[src/rtl/dma_chan_pkg.sv]
package dma_chan_pkg;

    typedef enum logic [1:0] {
        STEP_INC = 2'd0,
        STEP_DEC = 2'd1,
        STEP_FIX = 2'd2
    } step_e;

    typedef enum logic [1:0] {
        ST_IDLE  = 2'd0,
        ST_READ  = 2'd1,
        ST_WRITE = 2'd2
    } state_e;

    localparam logic [1:0] SEL_SRC  = 2'd0;
    localparam logic [1:0] SEL_DST  = 2'd1;
    localparam logic [1:0] SEL_CTRL = 2'd2;

    localparam int ARM_BIT  = 31;
    localparam int IRQ_BIT  = 30;
    localparam int HALF_BIT = 26;
    localparam int REP_BIT  = 25;

    // width of the unit-count field for a given layout and channel slot
    function automatic int count_width(input int variant, input int chan);
        if (variant == 0)   return 21;
        else if (chan == 3) return 16;
        else                return 14;
    endfunction

endpackage

[src/rtl/dma_ctrl_fields.sv]
module dma_ctrl_fields
    import dma_chan_pkg::*;
#(
    parameter int VARIANT = 0,
    parameter int CNT_W   = 21
) (
    input  logic [31:0]    word,
    output logic [2:0]     start_mode,
    output logic [CNT_W:0] units,
    output step_e          src_step,
    output step_e          dst_step,
    output logic           dst_reload,
    output logic           half,
    output logic           repeat_en,
    output logic           irq_en
);
    logic unused_word;
    assign unused_word = ^word;

    generate
        if (VARIANT == 0) begin : g_wide_code
            assign start_mode = word[29:27];
        end else begin : g_narrow_code
            assign start_mode = {1'b0, word[29:28]};
        end
    endgenerate

    assign units = (word[CNT_W-1:0] == '0) ? {1'b1, {CNT_W{1'b0}}}
                                           : {1'b0, word[CNT_W-1:0]};

    always_comb begin
        unique case (word[20:19])
            2'b01:   src_step = STEP_DEC;
            2'b10:   src_step = STEP_FIX;
            default: src_step = STEP_INC;
        endcase
        unique case (word[18:17])
            2'b01:   dst_step = STEP_DEC;
            2'b10:   dst_step = STEP_FIX;
            default: dst_step = STEP_INC;
        endcase
    end

    assign dst_reload = (word[18:17] == 2'b11);
    assign half       = word[HALF_BIT];
    assign repeat_en  = word[REP_BIT];
    assign irq_en     = word[IRQ_BIT];
endmodule

[src/rtl/dma_addr_step.sv]
module dma_addr_step
    import dma_chan_pkg::*;
#(
    parameter int ADDR_W = 32
) (
    input  logic [ADDR_W-1:0] addr,
    input  step_e             mode,
    input  logic              half,
    output logic [ADDR_W-1:0] next
);
    logic [ADDR_W-1:0] delta;
    assign delta = half ? ADDR_W'(2) : ADDR_W'(4);

    always_comb begin
        unique case (mode)
            STEP_DEC: next = addr - delta;
            STEP_FIX: next = addr;
            default:  next = addr + delta;
        endcase
    end
endmodule

[src/rtl/dma_chan_engine.sv]
module dma_chan_engine
    import dma_chan_pkg::*;
#(
    parameter int VARIANT  = 0,
    parameter int CHAN_IDX = 0,
    parameter int ADDR_W   = 32
) (
    input  logic              clk,
    input  logic              rst_n,
    input  logic              reg_we,
    input  logic [1:0]        reg_sel,
    input  logic [31:0]       reg_wdata,
    output logic [31:0]       reg_rdata,
    input  logic              trig_valid,
    input  logic [2:0]        trig_mode,
    output logic              rd_valid,
    input  logic              rd_ready,
    output logic [ADDR_W-1:0] rd_addr,
    output logic              rd_half,
    input  logic [31:0]       rd_data,
    output logic              wr_valid,
    input  logic              wr_ready,
    output logic [ADDR_W-1:0] wr_addr,
    output logic              wr_half,
    output logic [31:0]       wr_data,
    output logic              irq
);
    localparam int CNT_W = count_width(VARIANT, CHAN_IDX);

    typedef struct packed {
        logic [ADDR_W-1:0] src;
        logic [ADDR_W-1:0] dst;
        logic [31:0]       ctrl;
        logic [ADDR_W-1:0] cur_src;
        logic [ADDR_W-1:0] cur_dst;
        logic [CNT_W:0]    rem;
        logic [31:0]       data;
        step_e             sstep;
        step_e             dstep;
        logic              reload;
        logic              half;
        logic              irq;
        state_e            st;
    } regs_t;

    regs_t r_q, r_d;

    // arming edge: control write that raises bit 31
    logic arm_edge;
    assign arm_edge = reg_we && (reg_sel == SEL_CTRL) && reg_wdata[ARM_BIT]
                      && !r_q.ctrl[ARM_BIT];

    // on the arming write the new word is decoded, otherwise the stored one
    logic [31:0] ctrl_eff;
    assign ctrl_eff = arm_edge ? reg_wdata : r_q.ctrl;

    logic [2:0]     f_mode;
    logic [CNT_W:0] f_units;
    step_e          f_sstep, f_dstep;
    logic           f_reload, f_half, f_rep, f_irq;

    dma_ctrl_fields #(.VARIANT(VARIANT), .CNT_W(CNT_W)) u_fields (
        .word       (ctrl_eff),
        .start_mode (f_mode),
        .units      (f_units),
        .src_step   (f_sstep),
        .dst_step   (f_dstep),
        .dst_reload (f_reload),
        .half       (f_half),
        .repeat_en  (f_rep),
        .irq_en     (f_irq)
    );

    logic [ADDR_W-1:0] src_nx, dst_nx;

    dma_addr_step #(.ADDR_W(ADDR_W)) u_src_step (
        .addr (r_q.cur_src),
        .mode (r_q.sstep),
        .half (r_q.half),
        .next (src_nx)
    );

    dma_addr_step #(.ADDR_W(ADDR_W)) u_dst_step (
        .addr (r_q.cur_dst),
        .mode (r_q.dstep),
        .half (r_q.half),
        .next (dst_nx)
    );

    logic ev_hit;
    assign ev_hit = trig_valid && (trig_mode == f_mode) && (f_mode != 3'd0)
                    && r_q.ctrl[ARM_BIT];

    always_comb begin
        r_d     = r_q;
        r_d.irq = 1'b0;

        if (reg_we) begin
            unique case (reg_sel)
                SEL_SRC:  r_d.src  = ADDR_W'(reg_wdata);
                SEL_DST:  r_d.dst  = ADDR_W'(reg_wdata);
                SEL_CTRL: r_d.ctrl = reg_wdata;
                default:  ;
            endcase
        end

        unique case (r_q.st)
            ST_READ: begin
                if (rd_ready) begin
                    r_d.data = rd_data;
                    r_d.st   = ST_WRITE;
                end
            end
            ST_WRITE: begin
                if (wr_ready) begin
                    r_d.cur_src = src_nx;
                    r_d.cur_dst = dst_nx;
                    r_d.rem     = r_q.rem - 1'b1;
                    if (r_q.rem == (CNT_W+1)'(1)) begin
                        r_d.st  = ST_IDLE;
                        r_d.irq = f_irq;
                        if (!f_rep) r_d.ctrl[ARM_BIT] = 1'b0;
                    end else begin
                        r_d.st = ST_READ;
                    end
                end
            end
            default: ;
        endcase

        if (arm_edge) begin
            r_d.cur_src = r_q.src;
            r_d.cur_dst = r_q.dst;
            r_d.sstep   = f_sstep;
            r_d.dstep   = f_dstep;
            r_d.reload  = f_reload;
        end

        if (r_q.st == ST_IDLE && ((arm_edge && f_mode == 3'd0) || (!arm_edge && ev_hit))) begin
            r_d.rem  = f_units;
            r_d.half = f_half;
            r_d.st   = ST_READ;
            if (arm_edge ? f_reload : r_q.reload) r_d.cur_dst = r_q.dst;
        end
    end

    always_ff @(posedge clk) begin
        if (!rst_n) begin
            r_q       <= '0;
            r_q.sstep <= STEP_INC;
            r_q.dstep <= STEP_INC;
            r_q.st    <= ST_IDLE;
        end else begin
            r_q <= r_d;
        end
    end

    always_comb begin
        unique case (reg_sel)
            SEL_SRC:  reg_rdata = 32'(r_q.src);
            SEL_DST:  reg_rdata = 32'(r_q.dst);
            SEL_CTRL: reg_rdata = r_q.ctrl;
            default:  reg_rdata = '0;
        endcase
    end

    assign rd_valid = (r_q.st == ST_READ);
    assign rd_addr  = r_q.cur_src;
    assign rd_half  = r_q.half;
    assign wr_valid = (r_q.st == ST_WRITE);
    assign wr_addr  = r_q.cur_dst;
    assign wr_half  = r_q.half;
    assign wr_data  = r_q.data;
    assign irq      = r_q.irq;
endmodule

[config.mk]
export PLATFORM = sky130hd
export DESIGN_NAME = dma_chan_engine
export DESIGN_NICKNAME = d
export VERILOG_FILES = /design/src/rtl/dma_chan_pkg.sv /design/src/rtl/dma_ctrl_fields.sv /design/src/rtl/dma_addr_step.sv /design/src/rtl/dma_chan_engine.sv
export SDC_FILE = /design/constraint.sdc
export NUM_CORES = 1
export LEC_CHECK = 0
export ABC_AREA = 1
export BUFFER_PORTS_ARGS = -buffer_cell sky130_fd_sc_hd__buf_2
export CAP_MARGIN = 0
export CORE_MARGIN = 3
export CORE_UTILIZATION = 65
export CTS_BUF_LIST = sky130_fd_sc_hd__clkbuf_8
export DETAILED_ROUTE_END_ITERATION = 8
export PLACE_DENSITY = 0.95
export SLEW_MARGIN = 10
export SYNTH_ARGS = -nofsm -noshare
export SYNTH_HDL_FRONTEND = slang
export SYNTH_HIERARCHICAL = 1
export SYNTH_SLANG_ARGS = --single-unit
[constraint.sdc]
create_clock -name clk -period 8.4 [get_ports clk]
set_clock_uncertainty 0.1 [all_clocks]
set_input_delay 1.68 -clock clk [delete_from_list [all_inputs] [get_ports clk]]
set_output_delay 1.68 -clock clk [all_outputs]
set_load 0.01 [all_outputs]
==> results of run 1 <==
[through the flow]
stage | util (%) | hold slack (ns) | cells | setup slack, ns | power [mW]
2_1_floorplan | - | 0.330 | 3043 | 4.01 | 2.00
3_3_place_gp | 65.7 | 0.342 | 3312 | 1.76 | 2.17
4_1_cts | 68.6 | 0.367 | 3378 | 1.96 | 3.21
6_report | 68.6 | 0.374 | 3379 | 1.74 | 3.24
5_1_grt | 68.6 | 0.398 | 3379 | 1.40 | 3.42
3_5_place_dp | 65.7 | 0.354 | 3312 | 1.46 | 2.20
[per-layer routing]
metal | up-vias | wire, µm | share of wire, % | track usage [%]
met2 | 1408 | 26300 | 44 | 60.9
met3 | 223 | 6990 | 12 | 8.53
met5 | - | 43 | 0.071 | 0
li1 | 9612 | - | - | -
met1 | 9210 | 24200 | 40 | 51.7
met4 | 6 | 2680 | 4.5 | 15.4
[power by group through the flow]
stage	sequential [mW]	combinational [mW]	clock (mW)
floorplan	1.21	0.789	0
global placement	1.24	0.927	0
detailed placement	1.25	0.958	0
CTS	1.22	0.967	1.02
global route	1.23	1.11	1.07
finish	1.23	0.989	1.03
[worst min-delay path by stage]
stage | startpoint | end | slack, ns
floorplan | r_q[148] | r_q[148] | 0.33
global placement | r_q[151] | r_q[151] | 0.34
detailed placement | r_q[150] | r_q[150] | 0.35
CTS | r_q[151] | r_q[151] | 0.37
global route | r_q[208] | r_q[208] | 0.40
finish | r_q[135] | r_q[135] | 0.37
[worst max-delay path, stage by stage]
cell     delay, ns
buf_2         0.61
nand3_4       0.11
buf_4         0.35
nor2_8        0.49
nand2_4       0.16
inv_4         0.64
nand2_1       0.09
o21ai_0       0.18
inv_1         0.07
nand2_1       0.07
nor2_1        0.05
nor2_1        0.13
nand3_1       0.08
nand2_1       0.52
nand2_2       0.68
inv_2         0.73
nand2_1       0.11
a21oi_1       0.17
[cell type report]
cell class | count | area [µm²] | area share [%]
diodes | 1 | 2.50 | 0.0135
clock buffers | 45 | 619 | 3.34
clock inverters | 21 | 166 | 0.897
inverters | 358 | 1350 | 7.29
multi-input cells | 2173 | 10400 | 56.1
flip-flops and latches | 223 | 4460 | 24.1
well taps | 341 | 427 | 2.30
repair buffers | 217 | 1110 | 5.99
[registers in the layout, indices dropped and copies added, names as in the netlist]
signal   cells
wr_addr     32
r_q        125
rd_half      1
irq          1
wr_data     32
rd_addr     32
==> flow_metrics.py, run 1 <==
metrics = {
    "timing": {
        "setup_viol": 0,
        "tightest_slew_ns": 1.18,
        "tns_ns": 0,
        "rsz0062_at_grt": "no",
        "max_freq_ghz": 0.150,
        "min_period_ns": 6.66,
        "final_hold_viol_count": 0,
        "maxSlewHeadroom_pct": 21.2,
        "finalCritPeriodShare_pct": 79.3,
        "drv_slew": 0,
    },
    "worst_setup_path": {
        "critPathRequiredTime_ns": 8.74,
        "start_kind": "primary input",
        "end_kind": "flip-flop",
        "reg2reg_slack_ns": 3.16,
        "ff2ff_path_depth": 14,
        "cp.arrival_ns": 7.00,
        "startpoint": "reg_we",
        "r2r-start": "r_q[158]",
        "critPathKind": "in2reg",
        "path_max_fanout": 91,
        "endpoint": "wr_addr[23]",
        "worst_r2r_endpoint": "wr_addr[23]",
    },
    "clock_tree": {
        "clk_pin_slew_ns": 0.07,
        "cts_sinks": 223,
        "post-cts-setup-buffers": 0,
        "clockBufferDepth": 3,
        "cts_root_buf": "clkbuf_8",
        "clk_latency_ns": 0.55,
        "ctsHoldBuffers": 0,
        "cts_resized": 0,
        "cts.htree.levels": 2,
        "cts_buffers": 37,
        "cts_tree": "done",
    },
    "pwr": {
        "combPwrFrac_pct": 30.5,
        "p_leak_nw": 8.87,
        "max-vdd-ir-drop_uv": 178,
        "p_clk_share_pct": 31.6,
        "powerDensity_mw_per_mm2": 175,
        "swShare_pct": 37.5,
        "p_int_mw": 2.03,
        "power_frac_seq_pct": 37.9,
        "p_sw_mw": 1.21,
    },
    "status": {
        "status": "complete, no violations",
    },
    "synthesis": {
        "netlist_area_mm2": 0.0179,
        "syn_avg_cell_area_um2": 5.88,
        "ys_warn_count": 6,
        "synthCells": 3043,
        "syn-num-nets": 3129,
    },
    "finish": {
        "drive_gt1_share_pct": 13.2,
        "fillers": 2445,
        "mostFrequentLayoutCell": "nand2_1",
        "final_cell_mix": "912 x nand2_1, 355 x inv_1, 347 x nand3_1, 223 x dfxtp_1, 215 x nor2_1",
        "syn2layout_area_growth_pct": 3.73,
        "nets": 3096,
        "stdcell_area_mm2": 0.0186,
    },
    "routing": {
        "routedWlPerCell_um": 17.8,
        "wl_um": 60200,
        "drtIter0Drc": 2815,
        "ant_nets": 0,
        "first_pass_iters": 7,
        "vias_per_cell": 6.05,
        "drcViolationCount": 0,
        "vias": 20459,
    },
    "worst_hold_path": {
        "holdPathStages": 2,
        "min_path_type": "reg2reg",
    },
    "floorplanning": {
        "die_w_um": 172,
        "die_area_mm2": 0.0295,
        "ios": 208,
        "fp-row-count": 60,
        "die_h_um": 172,
        "initial_utilization_pct": 66.2,
        "core_area_mm2": 0.0270,
    },
    "grt": {
        "grt-ovfl-total": 0,
        "first_global_vias": 17931,
        "grt_antenna_before_repair": 4,
        "grt_pass1_wl_um": 92700,
        "grt_max_degree": 99,
        "grt.total_usage_pct": 38.6,
    },
    "placement": {
        "place_congestion": 1.03,
        "dpl_cell_area_mm2": 0.0178,
        "port_buffers": 207,
        "dp_hpwl_um": 43900,
    },
    "job": {
        "maxCapViolCount": 0,
    },
}
No activity file was read; power rests on OpenSTA's default activity.
==> run 2, diff against run 1 <==
--- a/config.mk
+++ b/config.mk
@@ -5,14 +5,14 @@
 export SDC_FILE = /design/constraint.sdc
 export NUM_CORES = 1
 export LEC_CHECK = 0
-export ABC_AREA = 1
+export ABC_AREA = 0
 export BUFFER_PORTS_ARGS = -buffer_cell sky130_fd_sc_hd__buf_2
 export CAP_MARGIN = 0
 export CORE_MARGIN = 3
-export CORE_UTILIZATION = 65
+export CORE_UTILIZATION = 61
 export CTS_BUF_LIST = sky130_fd_sc_hd__clkbuf_8
 export DETAILED_ROUTE_END_ITERATION = 8
-export PLACE_DENSITY = 0.95
+export PLACE_DENSITY = 0.91
 export SLEW_MARGIN = 10
 export SYNTH_ARGS = -nofsm -noshare
 export SYNTH_HDL_FRONTEND = slang
==> constraint.sdc (replaced) <==
create_clock -name clk -period 6.45 [get_ports clk]
set_clock_uncertainty 0.1 [all_clocks]
set_input_delay 1.29 -clock clk [delete_from_list [all_inputs] [get_ports clk]]
set_output_delay 1.29 -clock clk [all_outputs]
set_load 0.01 [all_outputs]
==> run 2 against run 1 <==
Net effect: synthesized cell count down 31%; cell area down 14%; global-route usage is 2.6 points lower; die area is 8.4% lower; flip-flop and latch count stayed put; worst setup slack improved by 0.082 ns; cell count down 29%; non-clock buffer count increased by 7; first-iteration DRC count is 32% lower; critical endpoint is now reg_rdata[29]; largest cell class unchanged; highest routed layer unchanged.
==> flow_metrics.py, run 2 <==
metrics = {
    "clock_tree": {
        "cts_sinks": 223,
        "ctsHoldBuffers": 0,
        "cts.htree.levels": 2,
        "cts_tree": "done",
        "clk_pin_slew_ns": 0.06,
        "clockBufferDepth": 3,
        "clk_latency_ns": 0.55,
        "cts_resized": 0,
        "cts_root_buf": "clkbuf_8",
        "post-cts-setup-buffers": 0,
        "cts_buffers": 38,
    },
    "routing": {
        "first_pass_iters": 6,
        "wl_um": 50100,
        "ant_nets": 0,
        "routedWlPerCell_um": 20.8,
        "drcViolationCount": 0,
        "vias": 15617,
        "drtIter0Drc": 1925,
        "vias_per_cell": 6.49,
    },
    "worst_setup_path": {
        "r2r-start": "r_q[6]",
        "critPathKind": "in2out",
        "startpoint": "reg_sel[0]",
        "path_max_fanout": 38,
        "reg2reg_slack_ns": 2.15,
        "cp.arrival_ns": 3.24,
        "worst_r2r_endpoint": "wr_addr[14]",
        "end_kind": "primary output",
        "critPathRequiredTime_ns": 5.06,
        "endpoint": "reg_rdata[29]",
        "ff2ff_path_depth": 12,
        "start_kind": "primary input",
    },
    "timing": {
        "final_hold_viol_count": 0,
        "setup_viol": 0,
        "rsz0062_at_grt": "no",
        "drv_slew": 0,
        "max_freq_ghz": 0.216,
        "min_period_ns": 4.63,
        "tightest_slew_ns": 1.31,
        "maxSlewHeadroom_pct": 12.6,
        "tns_ns": 0,
        "finalCritPeriodShare_pct": 71.7,
    },
    "finish": {
        "largest-register": "r_q",
        "fillers": 2083,
        "stdcell_area_mm2": 0.0160,
        "syn2layout_area_growth_pct": 4.67,
        "largest_register_ffs": 125,
        "nets": 2140,
        "drive_gt1_share_pct": 15.1,
        "mostFrequentLayoutCell": "nand2_1",
        "final_cell_mix": "503 x nand2_1, 223 x dfxtp_1, 206 x buf_2, 136 x a21boi_0, 93 x o21ai_0",
    },
    "pwr": {
        "max-vdd-ir-drop_uv": 169,
        "powerDensity_mw_per_mm2": 236,
        "p_leak_nw": 7.31,
    },
    "synthesis": {
        "syn_avg_cell_area_um2": 7.35,
        "netlist_area_mm2": 0.0153,
        "ys_warn_count": 6,
        "syn-num-nets": 2171,
        "synthCells": 2085,
    },
    "placement": {
        "dp_hpwl_um": 35300,
        "port_buffers": 207,
        "dpl_cell_area_mm2": 0.0153,
        "place_congestion": 1.03,
    },
    "job": {
        "maxCapViolCount": 0,
    },
    "floorplanning": {
        "initial_utilization_pct": 62.5,
        "fp-row-count": 57,
        "core_area_mm2": 0.0245,
        "die_h_um": 164,
        "die_area_mm2": 0.0271,
        "die_w_um": 164,
        "ios": 208,
    },
    "grt": {
        "grt_pass1_wl_um": 78500,
        "grt_max_degree": 114,
        "grt_antenna_before_repair": 3,
        "first_global_vias": 14322,
        "grt.total_usage_pct": 36.0,
        "grt-ovfl-total": 0,
    },
    "worst_hold_path": {
        "min_path_type": "reg2reg",
        "holdPathStages": 2,
    },
    "status": {
        "status": "complete, no violations",
    },
}
==> run 2: layout make-up <==
cell class / count / area (µm²) / area share (%)
flip-flops and latches: 223 / 4460 / 27.8
clock buffers: 42 / 578 / 3.60
well taps: 324 / 405 / 2.53
diodes: 1 / 2.50 / 0.0156
multi-input cells: 1549 / 9200 / 57.4
repair buffers: 224 / 1180 / 7.35
inverters: 18 / 67.6 / 0.421
clock inverters: 25 / 138 / 0.858
==> run 2: worst max-delay path: stages <==
cell     delay, ns
buf_2         0.52
nor2b_2       0.52
buf_4         0.40
nand2_1       0.13
o21ai_0       0.15
buf_2         0.20
==> run 2: per-layer routing <==
metal	GRT usage (%)	vias to the layer above	part of all wire, %
met4	14.8	4	5.1
met2	55.3	1106	43
li1	-	7072	-
met5	0	-	0.040
met3	8.28	188	13
met1	48.9	7247	39
==> run 2: worst min path at each step <==
stage	from	to
2_1_floorplan	r_q[5]	r_q[5]
3_3_place_gp	wr_data[6]	wr_data[6]
5_1_grt	wr_data[8]	wr_data[8]
3_5_place_dp	wr_data[11]	wr_data[11]
4_1_cts	wr_data[11]	wr_data[11]
6_report	wr_data[11]	wr_data[11]
==> run 2: per-stage QoR <==
step | power [mW] | hold WS, ns | setup WS (ns) | utilization (%) | instances
global placement | 2.52 | 0.346 | 2.01 | 62.4 | 2338
CTS | 3.77 | 0.362 | 1.94 | 65.3 | 2405
floorplan | 2.36 | 0.340 | 2.65 | - | 2085
global route | 3.96 | 0.382 | 1.78 | 65.4 | 2406
detailed placement | 2.55 | 0.354 | 1.85 | 62.4 | 2338
finish | 3.78 | 0.361 | 1.82 | 65.4 | 2406
==> run 2: where the power goes <==
group	internal, mW	total, mW	switching (mW)
logic	0.348	0.896	0.548
clock network	0.640	1.23	0.592
registers	1.47	1.66	0.181
